[src/rtl/tm_pkg.sv]
// Shared types for the linked-list Turing machine stepper.
// Assumes: nothing beyond a 4-bit encoding for the sequencer state.
package tm_pkg;

    typedef enum logic [3:0] {
        ST_IDLE,
        ST_FETCH,
        ST_TRIG,
        ST_SYM,
        ST_CMP,
        ST_NEXT,
        ST_NEW1,
        ST_NEW2,
        ST_DIR1,
        ST_DIR2,
        ST_DIR3,
        ST_TGT1,
        ST_TGT2,
        ST_POP1,
        ST_POP2
    } seq_state_t;

endpackage

[src/rtl/tm_step_ctr.sv]
// Counts matched transitions of a run.
// Assumes: clr and inc never matter in the same cycle (clr wins); the count saturates.
module tm_step_ctr #(
    parameter int CNT_W = 16
) (
    input  logic             clk,
    input  logic             rst_n,
    input  logic             clr,
    input  logic             inc,
    output logic [CNT_W-1:0] count
);

    localparam logic [CNT_W-1:0] CNT_MAX = {CNT_W{1'b1}};

    // Purpose: clear on start, add one per completed step, hold at the maximum.
    always_ff @(posedge clk) begin
        if (!rst_n) begin
            count <= '0;
        end else if (clr) begin
            count <= '0;
        end else if (inc && (count != CNT_MAX)) begin
            count <= count + CNT_W'(1);
        end
    end

endmodule

[src/rtl/tm_seq.sv]
// Sequencer that walks transition chains and tape stacks, one RAM access per cycle.
// Assumes: cells start at even addresses, RAM read data arrives one cycle after
// the read, and the right stack never runs empty (the tape chain is unbounded).
module tm_seq
    import tm_pkg::*;
#(
    parameter int           W        = 16,
    parameter logic [W-1:0] NIL_ADDR = W'(2)
) (
    input  logic         clk,
    input  logic         rst_n,
    input  logic         start,
    input  logic [W-1:0] cfg_state,
    input  logic [W-1:0] cfg_tape0,
    input  logic [W-1:0] cfg_tape1,
    output logic [W-1:0] mem_addr,
    output logic         mem_re,
    output logic         mem_we,
    output logic [W-1:0] mem_wdata,
    input  logic [W-1:0] mem_rdata,
    output logic         busy,
    output logic         halted,
    output logic         fault,
    output logic         step_clr,
    output logic         step_inc
);

    seq_state_t   state_q;
    logic [W-1:0] t_q;      // current transition list cell
    logic [W-1:0] s_q;      // current tape cell
    logic [W-1:0] l_q;      // left stack head
    logic [W-1:0] r_q;      // right stack head
    logic [W-1:0] x_q;      // first cell of the transition record
    logic [W-1:0] trig_q;   // trigger symbol address
    logic [W-1:0] c2_q;     // second record cell
    logic [W-1:0] c3_q;     // third record cell
    logic [W-1:0] tgt_q;    // target state chain
    logic         dir_q;    // 1 = right
    logic         halted_q;
    logic         fault_q;
    logic         left_empty;

    // Address of word 1 of the cell holding a.
    function automatic logic [W-1:0] link_of(input logic [W-1:0] a);
        return {a[W-1:1], 1'b1};
    endfunction

    assign left_empty = (l_q == NIL_ADDR);
    assign busy       = (state_q != ST_IDLE);
    assign halted     = halted_q;
    assign fault      = fault_q;
    assign step_clr   = (state_q == ST_IDLE) && start;
    assign step_inc   = (state_q == ST_POP2);

    // Purpose: drive the single RAM access of the current cycle.
    always_comb begin
        mem_addr  = '0;
        mem_re    = 1'b0;
        mem_we    = 1'b0;
        mem_wdata = '0;
        unique case (state_q)
            ST_FETCH: begin
                if (t_q != NIL_ADDR) begin
                    mem_re   = 1'b1;
                    mem_addr = t_q;
                end
            end
            ST_TRIG: begin
                mem_re   = 1'b1;
                mem_addr = mem_rdata;
            end
            ST_SYM: begin
                mem_re   = 1'b1;
                mem_addr = s_q;
            end
            ST_CMP: begin
                mem_re   = 1'b1;
                mem_addr = (mem_rdata == trig_q) ? link_of(x_q) : link_of(t_q);
            end
            ST_NEW1: begin
                mem_re   = 1'b1;
                mem_addr = mem_rdata;
            end
            ST_NEW2: begin
                mem_we    = 1'b1;
                mem_addr  = s_q;
                mem_wdata = mem_rdata;
            end
            ST_DIR1: begin
                mem_re   = 1'b1;
                mem_addr = link_of(c2_q);
            end
            ST_DIR2: begin
                mem_re   = 1'b1;
                mem_addr = mem_rdata;
            end
            ST_DIR3: begin
                mem_re   = 1'b1;
                mem_addr = link_of(c3_q);
            end
            ST_TGT1: begin
                mem_re   = 1'b1;
                mem_addr = mem_rdata;
            end
            ST_TGT2: begin
                if (dir_q || !left_empty) begin
                    mem_we    = 1'b1;
                    mem_addr  = link_of(s_q);
                    mem_wdata = dir_q ? l_q : r_q;
                end
            end
            ST_POP1: begin
                mem_re   = 1'b1;
                mem_addr = dir_q ? link_of(r_q) : link_of(l_q);
            end
            default: begin
                mem_re = 1'b0;
            end
        endcase
    end

    // Purpose: advance the step sequence and update the tape and table pointers.
    always_ff @(posedge clk) begin
        if (!rst_n) begin
            state_q  <= ST_IDLE;
            t_q      <= NIL_ADDR;
            s_q      <= '0;
            l_q      <= NIL_ADDR;
            r_q      <= '0;
            x_q      <= '0;
            trig_q   <= '0;
            c2_q     <= '0;
            c3_q     <= '0;
            tgt_q    <= '0;
            dir_q    <= 1'b0;
            halted_q <= 1'b0;
            fault_q  <= 1'b0;
        end else begin
            unique case (state_q)
                ST_IDLE: begin
                    if (start) begin
                        t_q      <= cfg_state;
                        s_q      <= cfg_tape0;
                        l_q      <= NIL_ADDR;
                        r_q      <= cfg_tape1;
                        halted_q <= 1'b0;
                        fault_q  <= 1'b0;
                        state_q  <= ST_FETCH;
                    end
                end
                ST_FETCH: begin
                    if (t_q == NIL_ADDR) begin
                        halted_q <= 1'b1;
                        state_q  <= ST_IDLE;
                    end else begin
                        state_q <= ST_TRIG;
                    end
                end
                ST_TRIG: begin
                    x_q     <= mem_rdata;
                    state_q <= ST_SYM;
                end
                ST_SYM: begin
                    trig_q  <= mem_rdata;
                    state_q <= ST_CMP;
                end
                ST_CMP: begin
                    state_q <= (mem_rdata == trig_q) ? ST_NEW1 : ST_NEXT;
                end
                ST_NEXT: begin
                    t_q     <= mem_rdata;
                    state_q <= ST_FETCH;
                end
                ST_NEW1: begin
                    c2_q    <= mem_rdata;
                    state_q <= ST_NEW2;
                end
                ST_NEW2: begin
                    state_q <= ST_DIR1;
                end
                ST_DIR1: begin
                    state_q <= ST_DIR2;
                end
                ST_DIR2: begin
                    c3_q    <= mem_rdata;
                    state_q <= ST_DIR3;
                end
                ST_DIR3: begin
                    dir_q   <= mem_rdata[0];
                    state_q <= ST_TGT1;
                end
                ST_TGT1: begin
                    state_q <= ST_TGT2;
                end
                ST_TGT2: begin
                    tgt_q <= mem_rdata;
                    if (!dir_q && left_empty) begin
                        fault_q  <= 1'b1;
                        halted_q <= 1'b1;
                        state_q  <= ST_IDLE;
                    end else begin
                        state_q <= ST_POP1;
                    end
                end
                ST_POP1: begin
                    if (dir_q) begin
                        l_q <= s_q;
                        s_q <= r_q;
                    end else begin
                        r_q <= s_q;
                        s_q <= l_q;
                    end
                    state_q <= ST_POP2;
                end
                ST_POP2: begin
                    if (dir_q) begin
                        r_q <= mem_rdata;
                    end else begin
                        l_q <= mem_rdata;
                    end
                    t_q     <= tgt_q;
                    state_q <= ST_FETCH;
                end
                default: begin
                    state_q <= ST_IDLE;
                end
            endcase
        end
    end

endmodule

[src/rtl/cons_tm_stepper.sv]
// Top of the linked-list Turing machine stepper: sequencer plus step counter.
// Assumes: an external single-port RAM with one-cycle read latency holds the image.
module cons_tm_stepper #(
    parameter int           W        = 16,
    parameter int           CNT_W    = 16,
    parameter logic [W-1:0] NIL_ADDR = W'(2)
) (
    input  logic             clk,
    input  logic             rst_n,
    input  logic             start,
    input  logic [W-1:0]     cfg_state,
    input  logic [W-1:0]     cfg_tape0,
    input  logic [W-1:0]     cfg_tape1,
    output logic [W-1:0]     mem_addr,
    output logic             mem_re,
    output logic             mem_we,
    output logic [W-1:0]     mem_wdata,
    input  logic [W-1:0]     mem_rdata,
    output logic             busy,
    output logic             halted,
    output logic             fault,
    output logic [CNT_W-1:0] step_count
);

    logic step_clr;
    logic step_inc;

    tm_seq #(
        .W        (W),
        .NIL_ADDR (NIL_ADDR)
    ) u_seq (
        .clk       (clk),
        .rst_n     (rst_n),
        .start     (start),
        .cfg_state (cfg_state),
        .cfg_tape0 (cfg_tape0),
        .cfg_tape1 (cfg_tape1),
        .mem_addr  (mem_addr),
        .mem_re    (mem_re),
        .mem_we    (mem_we),
        .mem_wdata (mem_wdata),
        .mem_rdata (mem_rdata),
        .busy      (busy),
        .halted    (halted),
        .fault     (fault),
        .step_clr  (step_clr),
        .step_inc  (step_inc)
    );

    tm_step_ctr #(
        .CNT_W (CNT_W)
    ) u_ctr (
        .clk   (clk),
        .rst_n (rst_n),
        .clr   (step_clr),
        .inc   (step_inc),
        .count (step_count)
    );

endmodule

[config.mk]
export PLATFORM = sky130hd
export DESIGN_NAME = cons_tm_stepper
export DESIGN_NICKNAME = d
export VERILOG_FILES = /design/src/rtl/tm_pkg.sv /design/src/rtl/tm_step_ctr.sv /design/src/rtl/tm_seq.sv /design/src/rtl/cons_tm_stepper.sv
export SDC_FILE = /design/constraint.sdc
export NUM_CORES = 1
export LEC_CHECK = 0
export ABC_AREA = 0
export BUFFER_PORTS_ARGS = -buffer_cell sky130_fd_sc_hd__buf_2
export CAP_MARGIN = 0
export CORE_MARGIN = 4
export CORE_UTILIZATION = 58
export DETAILED_ROUTE_END_ITERATION = 8
export PLACE_DENSITY = 0.82
export SKIP_CTS_REPAIR_TIMING = 1
export SLEW_MARGIN = 25
export SYNTH_ARGS = -nofsm -noshare
export SYNTH_HDL_FRONTEND = slang
export SYNTH_SLANG_ARGS = --single-unit
[constraint.sdc]
create_clock -name clk -period 2.9 [get_ports clk]
set_clock_uncertainty 0.2 [all_clocks]
set_input_delay 0.29 -clock clk [delete_from_list [all_inputs] [get_ports clk]]
set_output_delay 0.29 -clock clk [all_outputs]
set_load 0.01 [all_outputs]
# --- After elaboration in Yosys (flattened, before gate mapping) ---
# Index checks and enable logic that the tools add are counted.
classes:
  bitwise: 1
  muxes: 35
  addsub: 1
  eq_ne: 26
  n_reduce_logical: 24
ops:
  columns: ["cell", "count"]
  rows:
  - ["16-bit 2-to-1 mux", 15]
  - ["16-bit one-hot mux with 3 select lines", 3]
  - ["16-bit one-hot mux with 8 select lines", 1]
  - ["16-bit one-hot mux with 2 select lines", 2]
  - ["4-bit one-hot mux with 14 select lines", 1]
  - ["16-bit by 2-bit == test with 1-bit output (second input constant)", 2]
  - ["4-bit == test (second input constant)", 7]
  - ["16-bit by 1-bit adder with 16-bit output (second input constant)", 1]
  - ["16-bit == test", 1]
  - ["4-bit by 3-bit == test with 1-bit output (second input constant)", 4]
  - ["16-bit != test (second input constant)", 1]
  - ["16-bit by 2-bit != test with 1-bit output (second input constant)", 1]
  - ["4-bit AND reduction", 3]
  - ["3-bit nonzero test", 3]
  - ["9-bit OR reduction", 1]
  - ["4-bit by 2-bit == test with 1-bit output (second input constant)", 2]
  - ["4-bit 2-to-1 mux", 2]
  - ["2-bit != test (second input constant)", 4]
  - ["2-bit by 1-bit != test with 1-bit output (second input constant)", 3]
  - ["1-bit one-hot mux with 2 select lines", 3]
  - ["2-bit OR reduction", 3]
  - ["1-bit 2-to-1 mux", 5]
  - ["4-bit by 1-bit == test with 1-bit output (second input constant)", 1]
  - ["4-bit logical NOT", 1]
  - ["11 further kinds", 17]
word_totals:
  output_inout_bits: 53
  inputBits: 67
  wordCells: 101
  register_bits: 167

# --- Longest topological paths before layout ---
logic_depth:
  ltp_word: 5
  depth_mapped: 9

# --- Hierarchy ---
# From an unflattened synthesis, not the netlist that was laid out.
hier_totals:
  hier_cells: 1084
  area_unflattened_um2: 8565.7
by_module_without_submodules:
  columns: ["mod", "seq_area_each_um2", "n_inst", "cells_per_inst", "area_each_um2"]
  rows:
  - ["tm_seq", 2962.8, 1, 993, 7701.1]
  - ["tm_step_ctr", 320.3, 1, 91, 864.6]

# --- Worst setup path before layout ---
# Ideal clock, no wire load.
synth_timing:
  kind: "input-to-output"
  start: "in mem_rdata[1]"
  end: "out mem_addr[14]"
  t_required_ns: 2.410
  setup_slack_ns: 0.683
  arrival_ns: 1.727
  stages: 7
  path_buffers: 2
  cell_sequence: "buf_2 > xor2_1 > nor4_2 > nand4_4 > buf_6 > mux2i_1 > o221ai_1"
synth_via:
  elab_chain_cells: 3
synth_lines:
  columns: ["item", "line", "rtl"]
  rows:
  - ["from (decl)", "cons_tm_stepper.sv:18", "input logic [W-1:0] mem_rdata,"]
  - ["16-bit == test", "tm_seq.sv:78", "mem_addr = (mem_rdata == trig_q) ? link_of(x_q) : link_of(t_q);"]
  - ["16-bit 2-to-1 mux", "tm_seq.sv:78", null]
  - ["16-bit one-hot mux with 8 select lines", "tm_seq.sv:61", "unique case (state_q)"]
  - ["to (decl)", "cons_tm_stepper.sv:14", "output logic [W-1:0] mem_addr,"]
# Every way passes these cells.

# --- Worst setup path in the final report ---
layout_timing:
  start: "reg u_seq.t_q[13]"
  end: "out mem_addr[1]"
layout_via:
  elab_chain_cells: 3
layout_lines:
  columns: ["item", "line", "rtl"]
  rows:
  - ["from (decl)", "tm_seq.sv:29", "logic [W-1:0] t_q;"]
  - ["from (signal assigned)", "tm_seq.sv:142", "t_q <= cfg_state;"]
  - ["from (signal assigned)", "tm_seq.sv:171", "t_q <= mem_rdata;"]
  - ["from (signal assigned)", "tm_seq.sv:221", "t_q <= tgt_q;"]
  - ["16-bit by 2-bit != test with 1-bit output", "tm_seq.sv:63", "if (t_q != NIL_ADDR) begin"]
  - ["16-bit 2-to-1 mux", "tm_seq.sv:63", null]
  - ["16-bit one-hot mux with 8 select lines", "tm_seq.sv:61", null]
# Every way passes these cells.

==> impl_metrics.env <==
export IMPL_ys_ff_latch=164
export IMPL_maxSlewViolCount=0
export IMPL_post_route_util_pct=69.7
export IMPL_drc=0
export IMPL_worstSetupEndpointType="output port"
export IMPL_required_ns=2.41
export IMPL_gp_congestion=0.982
export IMPL_wl_um=27500
export IMPL_crit_fanout=7
export IMPL_synth_nets=1160
export IMPL_dp_slack_ns=0.265
export IMPL_yosysSeqAreaShare_pct=36.0
export IMPL_grt_max_degree=81
export IMPL_avgRoutedWirePerCell_um=19.4
export IMPL_antenna_found_initial=0
export IMPL_mostFrequentLayoutCells="nand2_1, dfxtp_1, buf_2, a21boi_0, nand3_1"
export IMPL_finalHoldViolCount=0
export IMPL_root_buffer="clkbuf_16"
export IMPL_first_pass_iters=6
export IMPL_dieHeight_um=133
export IMPL_grt_pass1_wl_um=43700
export IMPL_clk_pin_slew_worst_paths_ns=0.06
export IMPL_clockBufferDepth=2
export IMPL_coreArea_mm2=0.0153
export IMPL_track_usage_pct=30.3
export IMPL_syn_area_mm2=0.00911
export IMPL_antenna_cells=0
export IMPL_period_share_pct=100
export IMPL_cts_tree="built"
export IMPL_holdCritPathClass="input pin to flip-flop"
export IMPL_powerDensity_mw_per_mm2=514
export IMPL_power_mw=5.49
export IMPL_tns_ns=-0.0219
export IMPL_violations="setup timing"
export IMPL_final_seq_area_mm2=0.00330
export IMPL_rsz0062_at_grt="true"
export IMPL_drt_initial_drc_count=1350
export IMPL_io_pin_count=120
export IMPL_htree_levels=4
export IMPL_synthDistinctLibCells=65
export IMPL_port_buffer_count=119
export IMPL_peakVddDrop_mv=0.423
export IMPL_slew_headroom_pct=51.1
export IMPL_setup_violations=2
export IMPL_clock_fmax_mhz=343
export IMPL_layout_commonest_cell="nand2_1"
export IMPL_leakage_nw=4.50
export IMPL_num_fill_cells=1248
export IMPL_ys_flop_type="dfxtp_1"
export IMPL_cp_start_kind="flip-flop"
export IMPL_overflow=0
export IMPL_path_class="flip-flop to output port"
export IMPL_crit_path_cell_trace="nor4_4 -> buf_4 -> nand4_1 -> and3_4 -> a221oi_1 -> o221ai_1 -> buf_2"
export IMPL_critPathSlowestCell="a221oi_1"
export IMPL_outcome="complete, but fails checks"
export IMPL_netlist_instances=1092
export IMPL_yosysWarnings=0
export IMPL_dieWidth_um=133
export IMPL_tightestPinTransition_ns=0.733
export IMPL_avgSynthCellArea_um2=8.34
export IMPL_maxCapViolations=0
export IMPL_fin_ws_ns=-0.0132
export IMPL_drtAntennaViolNets=0
export IMPL_period_minus_slack_ns=2.91
export IMPL_viasPerCell=6.32
export IMPL_std_cell_rows=45
export IMPL_max_stage_delay_ns=0.44
export IMPL_cts_buffers=17
export IMPL_dpl_hpwl_um=19300
export IMPL_multi_input_area_mm2=0.00533
export IMPL_grt_pass1_vias=8292
export IMPL_vias=8955
export IMPL_worstSkewPairLatency_ns=0.43
export IMPL_synthArstFlopShare_pct=0
export IMPL_die_area_mm2=0.0178
export IMPL_start_util_pct=59.5
export IMPL_fin_nets=1262
export IMPL_numClockSinks=164
export IMPL_area_growth_pct=17.2
export IMPL_synth_edf_count=0
export IMPL_cp_arrival_ns=2.42
export IMPL_drive_above_1_share_pct=22.5
[metrics by stage]
| step | hold slack (ns) | instance area, um2 | std cells |
|---|---|---|---|
| 2_1_floorplan | 0.234 | 9110 | 1092 |
| 3_3_place_gp | 0.240 | 9940 | 1378 |
| 3_5_place_dp | 0.246 | 9940 | 1378 |
| 4_1_cts | -0.0302 | 10500 | 1410 |
| 5_1_grt | 0.0155 | 10700 | 1418 |
| 6_report | 0.00776 | 10700 | 1418 |
[cell type report]
cell class                 count  share of cell area (%)
clock buffer                  21                    4.13
multi-input combinational    805                    50.0
inverter                      21                   0.738
tap                          211                    2.47
clock inverter                11                   0.973
timing repair buffer         185                    10.8
sequential                   164                    31.0
[metal layers]
metal / up-vias / global-route usage (%) / wire length [um]
met5: - / 0 / 0
met4: 0 / 12.5 / 1120
met3: 88 / 5.55 / 2110
met2: 514 / 49.9 / 13100
met1: 4227 / 39.2 / 11100
li1: 4126 / - / -
[cells in the mapped netlist, drive strengths merged, types with 16 or more instances]
cell | count | area, um2
nand3 | 63 | 315
a21boi | 78 | 586
a221oi | 16 | 203
xor2 | 17 | 149
o21ai | 22 | 110
o211a | 46 | 460
nor2 | 43 | 174
inv | 21 | 78.8
a21oi | 28 | 148
buf | 67 | 422
a22oi | 34 | 255
clkbuf | 35 | 131
nand2 | 260 | 978
mux2i | 50 | 526
dfxtp | 164 | 3280
o221ai | 16 | 146
[cell families (layout without fill, tap and decap cells)]
kind of cell / Yosys count / in the layout / share of synthesized area [%]
multiplexers: 50 / 50 / 5.77
adder cells (fa/ha/maj): 1 / 1 / 0.137
XOR/XNOR: 25 / 25 / 2.40
AND/OR/NAND/NOR: 425 / 425 / 21.6
flip-flops: 164 / 164 / 36.0
buffers and inverters: 123 / 238 / 6.93
AO/OA/AOI/OAI: 304 / 304 / 27.1
[final timing paths]
kind	slack (ns)	depth (start not counted)	end	startpoint
worst max-delay path	-0.01	7	mem_addr[1]	u_seq.t_q[13]$_SDFFE_PN0P_
worst min-delay path	0.008	4	u_seq.r_q[12]$_SDFFE_PN0P_	cfg_tape1[12]
worst max register to register	0.27	6	u_seq.x_q[10]$_SDFFE_PN0P_	u_seq.state_q[1]$_SDFFE_PN0N_
worst min register to register	0.25	2	u_seq.x_q[13]$_SDFFE_PN0P_	u_seq.x_q[13]$_SDFFE_PN0P_
[sequential cells by signal, summed over array words and instances, names as in the netlist]
name and cells:
u_seq.l_q 16, u_seq.trig_q 16, u_seq.dir_q 1, u_seq.state_q 4, u_ctr.count 16, u_seq.x_q 15, u_seq.halted 1, u_seq.c3_q 15
u_seq.fault 1, u_seq.c2_q 15, u_seq.tgt_q 16, u_seq.t_q 16, u_seq.r_q 16, u_seq.s_q 16
[where the power goes]
group          internal, mW  leakage [nW]  switching (mW)
clock                  1.19         0.250           0.948
combinational         0.368          2.91           0.493
sequential             2.36          1.34           0.137
total                  3.91          4.50            1.58
[critical path, delay by kind of cell (launching register included)]
kind,cells,cell delay [ns]
simple gates,3,0.64
buf+inv,2,0.35
compound gates,2,0.64
flops,1,0.37
Power figures use the tool's default switching activity.
